[src/rtl/stop_wake_pkg.sv]
package stop_wake_pkg;
  typedef enum logic [2:0] {
    S_RUN    = 3'd0,
    S_STOP   = 3'd1,
    S_OSC    = 3'd2,
    S_COUNT  = 3'd3,
    S_RESUME = 3'd4
  } wake_state_e;
endpackage

[src/rtl/wake_prescaler.sv]
module wake_prescaler #(
  parameter int SEL_W    = 2,
  parameter int BASE_LOG = 4
) (
  input  logic             clk_i,
  input  logic             rst_ni,
  input  logic             clr_i,
  input  logic             run_i,
  input  logic [SEL_W-1:0] sel_i,
  output logic             tick_o
);
  localparam int NTAP  = 2 ** SEL_W;
  localparam int PRE_W = BASE_LOG + NTAP - 1;

  logic [PRE_W-1:0] pre_q;
  logic [NTAP-1:0]  tap_hit;

  always_ff @(posedge clk_i or negedge rst_ni) begin
    if (!rst_ni)     pre_q <= '0;
    else if (clr_i)  pre_q <= '0;
    else if (run_i)  pre_q <= pre_q + 1'b1;
  end

  // tap i fires once every 2^(BASE_LOG+i) running cycles
  for (genvar i = 0; i < NTAP; i++) begin : g_tap
    assign tap_hit[i] = &pre_q[BASE_LOG+i-1:0];
  end

  assign tick_o = run_i & tap_hit[sel_i];

  AST_TICK_SPACED: assert property (@(posedge clk_i) disable iff (!rst_ni)
    tick_o |=> !tick_o);
endmodule

[src/rtl/wake_stab_timer.sv]
module wake_stab_timer #(
  parameter int CNT_W = 12
) (
  input  logic             clk_i,
  input  logic             rst_ni,
  input  logic             load_i,
  input  logic             en_i,
  input  logic             tick_i,
  input  logic             suppress_i,
  output logic [CNT_W-1:0] cnt_o,
  output logic             fall_o,
  output logic             irq_o
);
  localparam logic [CNT_W-1:0] HALF = {1'b1, {(CNT_W-1){1'b0}}};

  logic [CNT_W-1:0] cnt_q;
  logic             irq_q;

  always_ff @(posedge clk_i or negedge rst_ni) begin
    if (!rst_ni)              cnt_q <= '1;
    else if (load_i)          cnt_q <= '1;
    else if (en_i && tick_i)  cnt_q <= cnt_q - 1'b1;
  end

  assign fall_o = en_i & tick_i & (cnt_q == HALF);

  always_ff @(posedge clk_i or negedge rst_ni) begin
    if (!rst_ni) irq_q <= 1'b0;
    else         irq_q <= fall_o & ~suppress_i;
  end

  assign cnt_o = cnt_q;
  assign irq_o = irq_q;

  AST_LOAD_FULL: assert property (@(posedge clk_i) disable iff (!rst_ni)
    load_i |=> (cnt_q == '1));
  AST_FALL_LANDS: assert property (@(posedge clk_i) disable iff (!rst_ni)
    (fall_o && !load_i) |=> (cnt_q == {1'b0, {(CNT_W-1){1'b1}}}));
endmodule

[src/rtl/wake_fsm.sv]
module wake_fsm
  import stop_wake_pkg::*;
#(
  parameter int SEL_W   = 2,
  parameter int EXT_DLY = 512
) (
  input  logic             clk_i,
  input  logic             rst_ni,
  input  logic             stp_i,
  input  logic             wake_i,
  input  logic             mode_i,
  input  logic [SEL_W-1:0] sel_i,
  input  logic             fall_i,
  output wake_state_e      state_o,
  output logic             mode_o,
  output logic [SEL_W-1:0] sel_o,
  output logic             load_o,
  output logic             stop_entry_o
);
  localparam int DLY_W = $clog2(EXT_DLY + 1);
  localparam logic [DLY_W-1:0] DLY_LAST = DLY_W'(EXT_DLY - 1);

  wake_state_e      state_q, state_d;
  logic [DLY_W-1:0] dly_q;
  logic             mode_q;
  logic [SEL_W-1:0] sel_q;

  assign load_o       = (state_q == S_STOP) & wake_i;
  assign stop_entry_o = (state_q == S_RUN) & stp_i;

  always_comb begin
    state_d = state_q;
    unique case (state_q)
      S_RUN:    if (stp_i)  state_d = S_STOP;
      S_STOP:   if (wake_i) state_d = S_OSC;
      S_OSC:    state_d = S_COUNT;
      S_COUNT: begin
        if (mode_q ? fall_i : (dly_q == DLY_LAST)) state_d = S_RESUME;
      end
      S_RESUME: state_d = S_RUN;
      default:  state_d = S_RUN;
    endcase
  end

  always_ff @(posedge clk_i or negedge rst_ni) begin
    if (!rst_ni) begin
      state_q <= S_RUN;
      dly_q   <= '0;
      mode_q  <= 1'b1;
      sel_q   <= '0;
    end else begin
      state_q <= state_d;
      if (load_o) begin
        mode_q <= mode_i;
        sel_q  <= sel_i;
      end
      if (state_q == S_COUNT) dly_q <= dly_q + 1'b1;
      else                    dly_q <= '0;
    end
  end

  assign state_o = state_q;
  assign mode_o  = mode_q;
  assign sel_o   = sel_q;

  AST_RUN_WAKE_IGNORED: assert property (@(posedge clk_i) disable iff (!rst_ni)
    (state_q == S_RUN && !stp_i) |=> (state_q == S_RUN));
  AST_STOP_HOLDS: assert property (@(posedge clk_i) disable iff (!rst_ni)
    (state_q == S_STOP && !wake_i) |=> (state_q == S_STOP));
endmodule

[src/rtl/stop_wake_seq.sv]
module stop_wake_seq
  import stop_wake_pkg::*;
#(
  parameter int CNT_W   = 12,
  parameter int SEL_W   = 2,
  parameter int EXT_DLY = 512
) (
  input  logic             clk_i,
  input  logic             rst_ni,
  input  logic             stp_i,
  input  logic             wake_irq_i,
  input  logic             wdt_wait_i,
  input  logic             pll_cfg_i,
  input  logic [SEL_W-1:0] clk_sel_i,
  output logic             osc_en_o,
  output logic             pll_en_o,
  output logic             periph_clk_en_o,
  output logic             cpu_clk_en_o,
  output logic             biu_clk_en_o,
  output logic             wake_ack_o,
  output logic             wdt_irq_o,
  output logic [CNT_W-1:0] wdt_cnt_o
);
  localparam int BASE_LOG = 4;

  wake_state_e      state;
  logic             mode_q;
  logic [SEL_W-1:0] sel_q;
  logic             load, stop_entry, tick, fall, cnt_en, osc_on, cpu_on;

  wake_fsm #(.SEL_W(SEL_W), .EXT_DLY(EXT_DLY)) u_fsm (
    .clk_i, .rst_ni, .stp_i,
    .wake_i       (wake_irq_i),
    .mode_i       (wdt_wait_i),
    .sel_i        (clk_sel_i),
    .fall_i       (fall),
    .state_o      (state),
    .mode_o       (mode_q),
    .sel_o        (sel_q),
    .load_o       (load),
    .stop_entry_o (stop_entry)
  );

  assign osc_on = (state != S_STOP);
  assign cpu_on = (state == S_RUN) || (state == S_RESUME);
  assign cnt_en = cpu_on || ((state == S_COUNT) && mode_q);

  wake_prescaler #(.SEL_W(SEL_W), .BASE_LOG(BASE_LOG)) u_pre (
    .clk_i, .rst_ni,
    .clr_i  (stop_entry),
    .run_i  (osc_on),
    .sel_i  (sel_q),
    .tick_o (tick)
  );

  wake_stab_timer #(.CNT_W(CNT_W)) u_tmr (
    .clk_i, .rst_ni,
    .load_i     (load),
    .en_i       (cnt_en),
    .tick_i     (tick),
    .suppress_i (state != S_RUN),
    .cnt_o      (wdt_cnt_o),
    .fall_o     (fall),
    .irq_o      (wdt_irq_o)
  );

  assign osc_en_o        = osc_on;
  assign periph_clk_en_o = osc_on;
  assign pll_en_o        = osc_on & pll_cfg_i;
  assign cpu_clk_en_o    = cpu_on;
  assign biu_clk_en_o    = cpu_on;
  assign wake_ack_o      = (state == S_RESUME);

  AST_CPU_NEEDS_OSC: assert property (@(posedge clk_i) disable iff (!rst_ni)
    cpu_clk_en_o |-> osc_en_o);
  AST_ACK_FIRST_CPU: assert property (@(posedge clk_i) disable iff (!rst_ni)
    wake_ack_o |-> (cpu_clk_en_o && !$past(cpu_clk_en_o)));
  AST_RELEASE_AT_HALF: assert property (@(posedge clk_i) disable iff (!rst_ni)
    ($rose(cpu_clk_en_o) && mode_q) |-> (wdt_cnt_o == {1'b0, {(CNT_W-1){1'b1}}}));
  AST_IRQ_ONLY_RUN: assert property (@(posedge clk_i) disable iff (!rst_ni)
    wdt_irq_o |-> $past(state == S_RUN));
  AST_OSC_BEFORE_CPU: assert property (@(posedge clk_i) disable iff (!rst_ni)
    $rose(osc_en_o) |-> !cpu_clk_en_o);
endmodule

[config.mk]
export PLATFORM = sky130hd
export DESIGN_NAME = stop_wake_seq
export DESIGN_NICKNAME = d
export VERILOG_FILES = /design/src/rtl/stop_wake_pkg.sv /design/src/rtl/wake_prescaler.sv /design/src/rtl/wake_stab_timer.sv /design/src/rtl/wake_fsm.sv /design/src/rtl/stop_wake_seq.sv
export SDC_FILE = /design/constraint.sdc
export NUM_CORES = 1
export LEC_CHECK = 0
export ABC_AREA = 1
export BUFFER_PORTS_ARGS = -buffer_cell sky130_fd_sc_hd__buf_2
export CAP_MARGIN = 20
export CORE_MARGIN = 2
export CORE_UTILIZATION = 42
export DETAILED_ROUTE_END_ITERATION = 8
export GPL_TIMING_DRIVEN = 0
export HOLD_SLACK_MARGIN = 0.06
export SLEW_MARGIN = 30
export SYNTH_ARGS = -nofsm -noshare
export SYNTH_HDL_FRONTEND = slang
export SYNTH_SLANG_ARGS = --single-unit
[constraint.sdc]
create_clock -name clk_i -period 2.49 [get_ports clk_i]
set_input_delay 0.3735 -clock clk_i [delete_from_list [all_inputs] [get_ports clk_i]]
set_output_delay 0.3735 -clock clk_i [all_outputs]
set_load 0.1 [all_outputs]
==> flow_summary_export.csv <==
group,metric,value,unit
cells_and_area,nets,302,
worst_setup_path,r2r_slack,0.67,ns
grt,first_global_vias,1605,
drt,vias_per_cell,4.75,
run,maxCapViolCount,0,
pwr,p_per_area,870,mW/mm²
placement,gp_congestion,0.840,
logic_synthesis,synth_cell_types,30,
timing,maxSlewViolCount,0,
status,status,"complete, no violations",
worst_setup_path,timing.critical_path.arrival,1.66,ns
drt,drc,0,
cells_and_area,drive_above_1_share,0.266,
cts,cts_hold_buf,0,
floorplan,initial_core_util,0.436,
drt,wl_per_cell,12.0,µm
floorplan,die_h,74.2,µm
timing,rsz0062_at_grt,"false",
cts,clockRootBuffer,"clkbuf_8",
logic_synthesis,ys_seq_area_frac,0.443,
cells_and_area,finalNonFillerCells,357,
floorplan,die_x,74.2,µm
hold_path,hp-class,"input port to async pin",
grt,track_usage,0.174,
cts,tritoncts,"built",
worst_setup_path,r2r_end,"u_tmr.cnt_o[6]",
worst_setup_path,rr_startpoint,"u_pre.pre_q[0]",
timing,finalClockSkew,0.00836,ns
logic_synthesis,synth_nets,269,
placement,post_dp_cell_area,0.00229,mm²
timing,fmaxAchievable,491,MHz
grt,antenna_found_initial,0,
placement,dp.final_hpwl,3.16,mm
floorplan,coreArea,0.00475,mm²
drt,drt-total-wl,4.29,mm
worst_setup_path,crit_type,"register to output port",
drt,vias,1695,
cells_and_area,final_util,0.504,
cells_and_area,n_antenna_cell,0,
floorplan,rows,25,
logic_synthesis,ys_ff_latch,36,
cts,cts.sink_count,36,
cts,cts.repair.resized,0,
cells_and_area,mostFrequentLayoutCell,"nand2_1",
timing,period_needed,2.04,ns
drt,ant_nets,0,
pwr,p_leak,1.19,nW
timing,fin_setup_tns,0,ns
grt,grt_pass1_wl,7.32,mm
worst_setup_path,reg2reg_depth,11,
cts,path_clk_slew,0.08,ns
logic_synthesis,netlist_instances,256,
cts,post_cts_buffers,0,
cells_and_area,final_cell_mix,"52 x nand2_1, 39 x inv_1, 29 x nor2_1",
logic_synthesis,synth_area,0.00207,mm²
cts,clock_latency,0.29,ns
cells_and_area,final_cell_area,0.00240,mm²
floorplan,dieArea,0.00551,mm²
logic_synthesis,yosysWarnings,0,
cts,cts-buffers-inserted,5,
cells_and_area,synthToLayoutAreaGrowth,15.7,%
drt,dr.pass1.iters,4,
grt,grt_max_degree,37,
logic_synthesis,postSynthAreaPerCell,8.09,µm²
pwr,vdd_drop_max,421,µV
timing,worstMarginPinSlew,0.803,ns
timing,final-setup-viol-count,0,
timing,post-route-period-util,0.817,
drt,drt_iter0_markers,131,
worst_setup_path,cp_max_fo,11,
worst_setup_path,end_kind,"output port",
grt,gr-total-overflow,0,
worst_setup_path,start_kind,"register",
cts,cts_buffer_depth,2,
placement,io_buffer_count,26,
worst_setup_path,cp_data_required_time,2.12,ns
timing,slew_headroom,0.465,
cts,htree_levels,2,
timing,finalHoldViolCount,0,
floorplan,ios,27,
placement,place_inst,349,
## metrics by stage
step / hold slack (ns) / power [mW] / setup slack [ns]
2_1_floorplan: 0.0779 / 1.45 / 0.310
3_3_place_gp: 0.453 / 1.57 / 0.724
3_5_place_dp: 0.452 / 1.58 / 0.709
4_1_cts: 0.189 / 2.10 / 0.435
5_1_grt: 0.237 / 2.20 / 0.376
6_report: 0.162 / 2.09 / 0.455
## power by group
group | internal (mW) | switching, mW | total, mW
clock | 0.296 | 0.223 | 0.519
combinational | 0.134 | 0.650 | 0.784
sequential | 0.697 | 0.0846 | 0.782
## worst max path at each step
| stage | endpoint | depth (start not counted) | from | slack [ns] |
|---|---|---|---|---|
| floorplan | wake_ack_o | 3 | u_fsm.state_o[0] | 0.31 |
| global placement | u_tmr.cnt_o[6] | 11 | u_pre.pre_q[0] | 0.72 |
| detailed placement | u_tmr.cnt_o[0] | 11 | u_pre.pre_q[0] | 0.71 |
| CTS | periph_clk_en_o | 5 | u_fsm.state_o[2] | 0.44 |
| global route | periph_clk_en_o | 5 | u_fsm.state_o[2] | 0.38 |
| finish | periph_clk_en_o | 5 | u_fsm.state_o[2] | 0.45 |
## cell families (layout without fill, tap and decap cells)
kind of cell / count (synthesis) / in the layout / share of synthesized area
xor+xnor: 6 / 6 / 0.0254
simple gates: 124 / 124 / 0.288
flops: 36 / 36 / 0.443
compound gates: 39 / 39 / 0.117
buf+inv: 46 / 80 / 0.0972
fa+ha+maj: 5 / 5 / 0.0302
## area by class of cell
cell class                      count  area (µm²)
Tap cell                           67        83.8
Fill cell                         489        2360
Multi-Input combinational cell    174         953
Clock inverter                      3        42.5
Timing Repair Buffer               26         130
Sequential cell                    36         917
Buffer                              5        47.5
Inverter                           41         154
Clock buffer                        5        68.8
## worst max-delay path, stage by stage, from the launching register on
cell and delay (ns):
dfrtp_1 0.37, inv_2 0.08, nand3_2 0.13, buf_2 0.24
buf_4 0.14, buf_2 0.41
## cell usage after synthesis, drive strengths merged
master / n / area, µm²
nand3b: 1 / 7.51
nor3: 6 / 35.0
nor2: 32 / 143
xnor2: 2 / 17.5
inv: 41 / 154
o21ai: 21 / 143
dfrtp: 23 / 576
o22ai: 5 / 31.3
o211ai: 1 / 7.51
xor2: 4 / 35.0
a21oi: 12 / 60.1
nor3b: 1 / 7.51
buf: 5 / 47.5
nand4: 6 / 37.5
and2: 1 / 6.26
nand2: 58 / 243
dfstp: 13 / 342
ha: 5 / 62.6
nand3: 19 / 118
## flip-flops by register name (all words and copies together), names as in the netlist
register / flops
u_tmr.cnt_o: 12
u_tmr.irq_o: 1
u_fsm.dly_q: 10
u_fsm.sel_o: 2
u_fsm.state_o: 3
u_fsm.mode_o: 1
u_pre.pre_q: 7
## per-layer routing
| layer | global-route usage | part of all wire | vias to the layer above |
|---|---|---|---|
| met5 | 0 | 0 | - |
| met2 | 0.260 | 0.45 | 28 |
| met1 | 0.249 | 0.51 | 774 |
| met3 | 0.0407 | 0.029 | 4 |
| met4 | 0.0575 | 0.0093 | 0 |
| li1 | - | - | 889 |
Note: power is estimated with default switching activity, not from simulation.
